--- src/rtl/sxc_pkg.sv ---
package sxc_pkg;

  // Ones' complement reduction modulo (2^w - 1), canonical (never all ones).
  function automatic logic [31:0] eac_reduce(input logic [31:0] v, input int unsigned w);
    logic [31:0] m;
    logic [31:0] acc;
    m   = (32'd1 << w) - 32'd1;
    acc = v;
    for (int k = 0; k < 32; k++) begin
      acc = (acc & m) + (acc >> w);
    end
    if (acc == m) acc = 32'd0;
    return acc;
  endfunction

endpackage

--- src/rtl/pair_tone_unit.sv ---
module pair_tone_unit #(
  parameter int unsigned N_OUT = 8,
  localparam int unsigned NP   = N_OUT - 1
) (
  input  logic [N_OUT-1:0] resp_i,
  output logic [NP-1:0]    sum_lo_o,
  output logic [NP-1:0]    sum_hi_o,
  output logic [NP-1:0]    pos_o,
  output logic [NP-1:0]    neg_o
);

  for (genvar i = 0; i < NP; i++) begin : g_pair
    assign sum_lo_o[i] = resp_i[i];
    assign sum_hi_o[i] = resp_i[i+1];
    assign pos_o[i]    = resp_i[i] & ~resp_i[i+1];
    assign neg_o[i]    = ~resp_i[i] & resp_i[i+1];
  end

endmodule

--- src/rtl/tone_reducer.sv ---
module tone_reducer
  import sxc_pkg::*;
#(
  parameter int unsigned N_OUT = 8,
  parameter int unsigned CNT_W = 2,
  localparam int unsigned NP   = N_OUT - 1,
  localparam logic [31:0] MOD  = (32'd1 << CNT_W) - 32'd1
) (
  input  logic             clk_i,
  input  logic             rst_ni,
  input  logic [NP-1:0]    sum_lo_i,
  input  logic [NP-1:0]    sum_hi_i,
  input  logic [NP-1:0]    pos_i,
  input  logic [NP-1:0]    neg_i,
  output logic [CNT_W-1:0] add_res_o,
  output logic [CNT_W-1:0] sub_res_o
);

  logic [31:0] add_total, pos_cnt, neg_cnt;
  logic [31:0] add_red, pos_red, neg_red, sub_red;

  always_comb begin
    add_total = '0;
    pos_cnt   = '0;
    neg_cnt   = '0;
    for (int i = 0; i < NP; i++) begin
      add_total = add_total + {31'd0, sum_lo_i[i]} + {31'd0, sum_hi_i[i]};
      pos_cnt   = pos_cnt + {31'd0, pos_i[i]};
      neg_cnt   = neg_cnt + {31'd0, neg_i[i]};
    end
  end

  always_comb begin
    add_red = eac_reduce(add_total, CNT_W);
    pos_red = eac_reduce(pos_cnt, CNT_W);
    neg_red = eac_reduce(neg_cnt, CNT_W);
    // minus neg_red via ones' complement: MOD - neg_red
    sub_red = eac_reduce(pos_red + (MOD - neg_red), CNT_W);
  end

  assign add_res_o = add_red[CNT_W-1:0];
  assign sub_res_o = sub_red[CNT_W-1:0];

  a_r3_pair_bound: assert property (@(posedge clk_i) disable iff (!rst_ni)
    (pos_cnt + neg_cnt) <= NP);
  a_r2_add_floor: assert property (@(posedge clk_i) disable iff (!rst_ni)
    add_total >= (pos_cnt + neg_cnt));

endmodule

--- src/rtl/eac_counter.sv ---
module eac_counter
  import sxc_pkg::*;
#(
  parameter int unsigned CNT_W = 2
) (
  input  logic             clk_i,
  input  logic             rst_ni,
  input  logic             en_i,
  input  logic [CNT_W-1:0] inc_i,
  output logic [CNT_W-1:0] cnt_o
);

  logic [CNT_W-1:0] cnt_q;
  logic [31:0]      nxt_w;

  always_comb nxt_w = eac_reduce({{(32-CNT_W){1'b0}}, cnt_q} + {{(32-CNT_W){1'b0}}, inc_i}, CNT_W);

  always_ff @(posedge clk_i or negedge rst_ni) begin
    if (!rst_ni)   cnt_q <= '0;
    else if (en_i) cnt_q <= nxt_w[CNT_W-1:0];
  end

  assign cnt_o = cnt_q;

  a_r1_reset_zero: assert property (@(posedge clk_i) !rst_ni |-> cnt_q == '0);
  a_r4_no_neg_zero: assert property (@(posedge clk_i) disable iff (!rst_ni)
    cnt_q != {CNT_W{1'b1}});
  a_r6_hold: assert property (@(posedge clk_i) disable iff (!rst_ni)
    !en_i |=> $stable(cnt_q));
  a_r5_zero_inc: assert property (@(posedge clk_i) disable iff (!rst_ni)
    (en_i && inc_i == '0) |=> $stable(cnt_q));

endmodule

--- src/rtl/shared_xcorr_compactor.sv ---
module shared_xcorr_compactor #(
  parameter int unsigned N_OUT = 8,
  parameter int unsigned CNT_W = 2,
  localparam int unsigned NP   = N_OUT - 1
) (
  input  logic             clk_i,
  input  logic             rst_ni,
  input  logic             valid_i,
  input  logic [N_OUT-1:0] resp_i,
  output logic [CNT_W-1:0] add_sig_o,
  output logic [CNT_W-1:0] sub_sig_o
);

  logic [NP-1:0]    sum_lo, sum_hi, pos, neg;
  logic [CNT_W-1:0] add_res, sub_res;

  pair_tone_unit #(.N_OUT(N_OUT)) u_pairs (
    .resp_i  (resp_i),
    .sum_lo_o(sum_lo),
    .sum_hi_o(sum_hi),
    .pos_o   (pos),
    .neg_o   (neg)
  );

  tone_reducer #(.N_OUT(N_OUT), .CNT_W(CNT_W)) u_reduce (
    .clk_i    (clk_i),
    .rst_ni   (rst_ni),
    .sum_lo_i (sum_lo),
    .sum_hi_i (sum_hi),
    .pos_i    (pos),
    .neg_i    (neg),
    .add_res_o(add_res),
    .sub_res_o(sub_res)
  );

  eac_counter #(.CNT_W(CNT_W)) u_add_cnt (
    .clk_i (clk_i),
    .rst_ni(rst_ni),
    .en_i  (valid_i),
    .inc_i (add_res),
    .cnt_o (add_sig_o)
  );

  eac_counter #(.CNT_W(CNT_W)) u_sub_cnt (
    .clk_i (clk_i),
    .rst_ni(rst_ni),
    .en_i  (valid_i),
    .inc_i (sub_res),
    .cnt_o (sub_sig_o)
  );

  a_r5_joint_update: assert property (@(posedge clk_i) disable iff (!rst_ni)
    (!valid_i) |=> ($stable(add_sig_o) && $stable(sub_sig_o)));

endmodule

--- config.mk ---
export PLATFORM = sky130hd
export DESIGN_NAME = shared_xcorr_compactor
export DESIGN_NICKNAME = d
export VERILOG_FILES = /design/src/rtl/sxc_pkg.sv /design/src/rtl/pair_tone_unit.sv /design/src/rtl/tone_reducer.sv /design/src/rtl/eac_counter.sv /design/src/rtl/shared_xcorr_compactor.sv
export SDC_FILE = /design/constraint.sdc
export NUM_CORES = 1
export LEC_CHECK = 0
export BUFFER_PORTS_ARGS = -buffer_cell sky130_fd_sc_hd__buf_4
export CAP_MARGIN = 0
export CORE_MARGIN = 2
export CORE_UTILIZATION = 38
export DETAILED_ROUTE_END_ITERATION = 10
export PLACE_DENSITY = 0.57
export SYNTH_ARGS = -nofsm -noshare
export SYNTH_HDL_FRONTEND = slang
export SYNTH_SLANG_ARGS = --single-unit
--- constraint.sdc ---
create_clock -name clk_i -period 48.1 [get_ports clk_i]
set_input_delay 7.215 -clock clk_i [delete_from_list [all_inputs] [get_ports clk_i]]
set_output_delay 7.215 -clock clk_i [all_outputs]
set_load 0.005 [all_outputs]
==> metrics <==
final RePlAce weighted congestion=0.7946; area occupied by multi-input gates=0.01010 sq mm; Die Footprint=0.02292 sq mm; ranking of synthesized cells by area=ha_1 47%, fa_1 11%, xnor2_1 8.3%, inv_1 3.2%, xor2_1 2.8%; die width=151.4 um; initial antenna violation count=0; Final Hold Vio Count=0; worst path required time=48.20 ns; Initial DRC Count=129; most common cell in the netlist=ha_1; Worst Path Arrival=56.90 ns; Period minus WS final=56.80 ns; share of cells above drive strength 1=57.85%; vias per cell=4.861; met2 usage=32.60%; Nets=1622; Reg clk slew, reported paths=0.03 ns; final core utilization=65.42%; Max stage delay on crit path=0.56 ns; clock insertion delay at the later pin of the skew report=0.22 ns; Netlist cell types=66; Seq/Total Area, Yosys=1.212%; highest achievable clock rate=0.01761 GHz; Fillers=1619; Sequential Area=100.1 sq um; GRT busiest layer=met2; GR Layer Usage met3=0.3916%; Tot GR Track Use=16.14%; antenna cell count=0; Syn Area/Cell=9.458 sq um; RSZ-0062 raised after global routing=yes; largest net degree at the start of global routing=9; Avg WL per Cell=11.80 um; Initial Util=39.03%; cts bufs inserted=3; status=finished, violations left; CTS H-Tree Depth=1; Synth top area share=46.67%; clock skew=0.00003020 ns; core region area=0.02115 sq mm; antenna viol nets, final=0; Max clock buf depth=2; Post-synth top cells=308 x ha_1, 78 x xnor2_1, 71 x inv_1; vias=7437; Die H=151.4 um; Slew Limit Fails=0; Yosys warnings=0; Post-synth EDFFs=0; critical path class=input pin to flip-flop; CTS tree=built; hold_ws=0.5696 ns; CP dominant cell by count=ha_4; DRC viols=0; ys flop type=dfrtp_1; clock tree sinks=4; Port Buf Inserts=14; FF+latch count, synth=4; CP Max Fanout=4; root buf cell=clkbuf_16; GR Layer Usage met1=19.61%; ys async rst share=100.0%; count of final setup violators=2; max_cap viols=0; grt ovf=0; Hold Crit Class=flip-flop to flip-flop; vias in the first global route=7796; Worst setup SP type=input pin; failing checks=setup timing; area leader, netlist=ha_1; placed cells=1409; drt total wl=18.05 mm; Non-Filler Instances=1530; CP endpoint kind=flip-flop; Site Rows=53; global-route wire length before repair=32.17 mm; Setup WS post-layout=-8.696 ns; CP max stage cell=fa_2; io pins=15; Layout area overhead=67.60%; cell area after synthesis=0.008257 sq mm; final period utilization=118.1%; detailed placement HPWL=13.46 mm; DRT Pass-1 Iters=4; Synth Instances=873
==> logic make-up (layout without fill, tap and decap cells) <==
group / count (synthesis) / count (layout) / share of synthesized area, %
AOI/OAI and AO/OA: 112 / 112 / 8.274
xor gates and xnor gates: 114 / 114 / 13.58
adders and majority gates: 354 / 354 / 57.83
buffers and inverters: 89 / 460 / 4.046
DFF: 4 / 4 / 1.212
muxes: 2 / 2 / 0.2727
other: 2 / 13 / 0.09096
and+or+nand+nor: 196 / 196 / 14.70
==> layer usage <==
layer	up-vias	share of wire, %
li1	3877	-
met1	3515	45
met2	35	54
met3	10	0.76
met4	0	0.57
met5	-	0
==> flip-flops by register name (all words and copies together), names as in the netlist <==
signal	count
u_add_cnt.cnt_o	2
u_sub_cnt.cnt_o	2
==> cells in the final DEF (no fill, tap or decap), types with 6 or more instances in the layout <==
cell type  count
fa_2          25
o21a_1         8
buf_4        377
nand2_1       16
nand2b_1      14
a21o_1         7
nor2_1        25
xnor2_1       50
nor2_4         6
ha_4          91
o21ai_0       13
ha_1         188
nand3_1        6
a21oi_2       14
xnor2_2       29
a21oi_1       24
ha_2          29
inv_1         46
nand3_2        6
inv_2         23
buf_6          6
conb_1        13
fa_1          21
nor2b_1        7
nor2_2        11
xor2_1        20
o21ai_1        9
and2_4         6
==> cell type report <==
type / instances / share of cell area, %
repair buffers: 385 / 21.19
multi-input cells: 791 / 72.97
well taps: 275 / 2.486
flip-flops and latches: 4 / 0.7233
clock buffers: 3 / 0.5425
inverters: 72 / 2.080
==> worst max-delay path, delay by kind of cell <==
family                     cells  cell delay, ns
adders and majority gates    105           26.07
and+or+nand+nor               47            8.30
xor gates and xnor gates      36            6.14
AOI/OAI and AO/OA             38            5.24
buffers and inverters         39            3.54
muxes                          1            0.25
==> path summary, 6_finish.rpt <==
| path | from | slack, ns | endpoint | depth (start not counted) |
|---|---|---|---|---|
| setup / recovery | resp_i[1] | -8.70 | u_sub_cnt.cnt_o[0]$_DFFE_PN0P_ | 266 |
| hold / removal | u_add_cnt.cnt_o[0]$_DFFE_PN0P_ | 0.57 | u_add_cnt.cnt_o[0]$_DFFE_PN0P_ | 1 |
| setup reg to reg | u_sub_cnt.cnt_o[0]$_DFFE_PN0P_ | 34.25 | u_sub_cnt.cnt_o[0]$_DFFE_PN0P_ | 70 |
| hold reg to reg | u_add_cnt.cnt_o[0]$_DFFE_PN0P_ | 0.57 | u_add_cnt.cnt_o[0]$_DFFE_PN0P_ | 1 |
| max in group asynchronous | rst_ni | 41.22 | u_sub_cnt.cnt_o[0]$_DFFE_PN0P_ | 1 |
| min in group asynchronous | rst_ni | 6.78 | u_add_cnt.cnt_o[1]$_DFFE_PN0P_ | 1 |
==> through the flow <==
| stage | cell area [sq um] | setup slack [ns] | TNS [ns] |
|---|---|---|---|
| 5_1_grt | 13840 | -10.94 | -21.76 |
| 4_1_cts | 13340 | -8.616 | -17.09 |
| 2_1_floorplan | 9325 | -8.895 | -17.64 |
| 6_report | 13840 | -8.696 | -17.24 |
| 3_5_place_dp | 11620 | -10.42 | -20.70 |
| 3_3_place_gp | 11620 | -9.724 | -19.32 |
==> repair_timing <==
item / CTS / global route
endpoints found under the setup margin: 2 / 2
hold buffers: 0 / 0
setup buffers: 96 / 23
gates resized for setup: 145 / 62
pin swaps: 268 / 109
endpoints found under the hold margin: 0 / 0
Power is left out: the tool's default activity adds up to more than one toggle a clock period on the data nets, which glitch-free logic cannot reach.
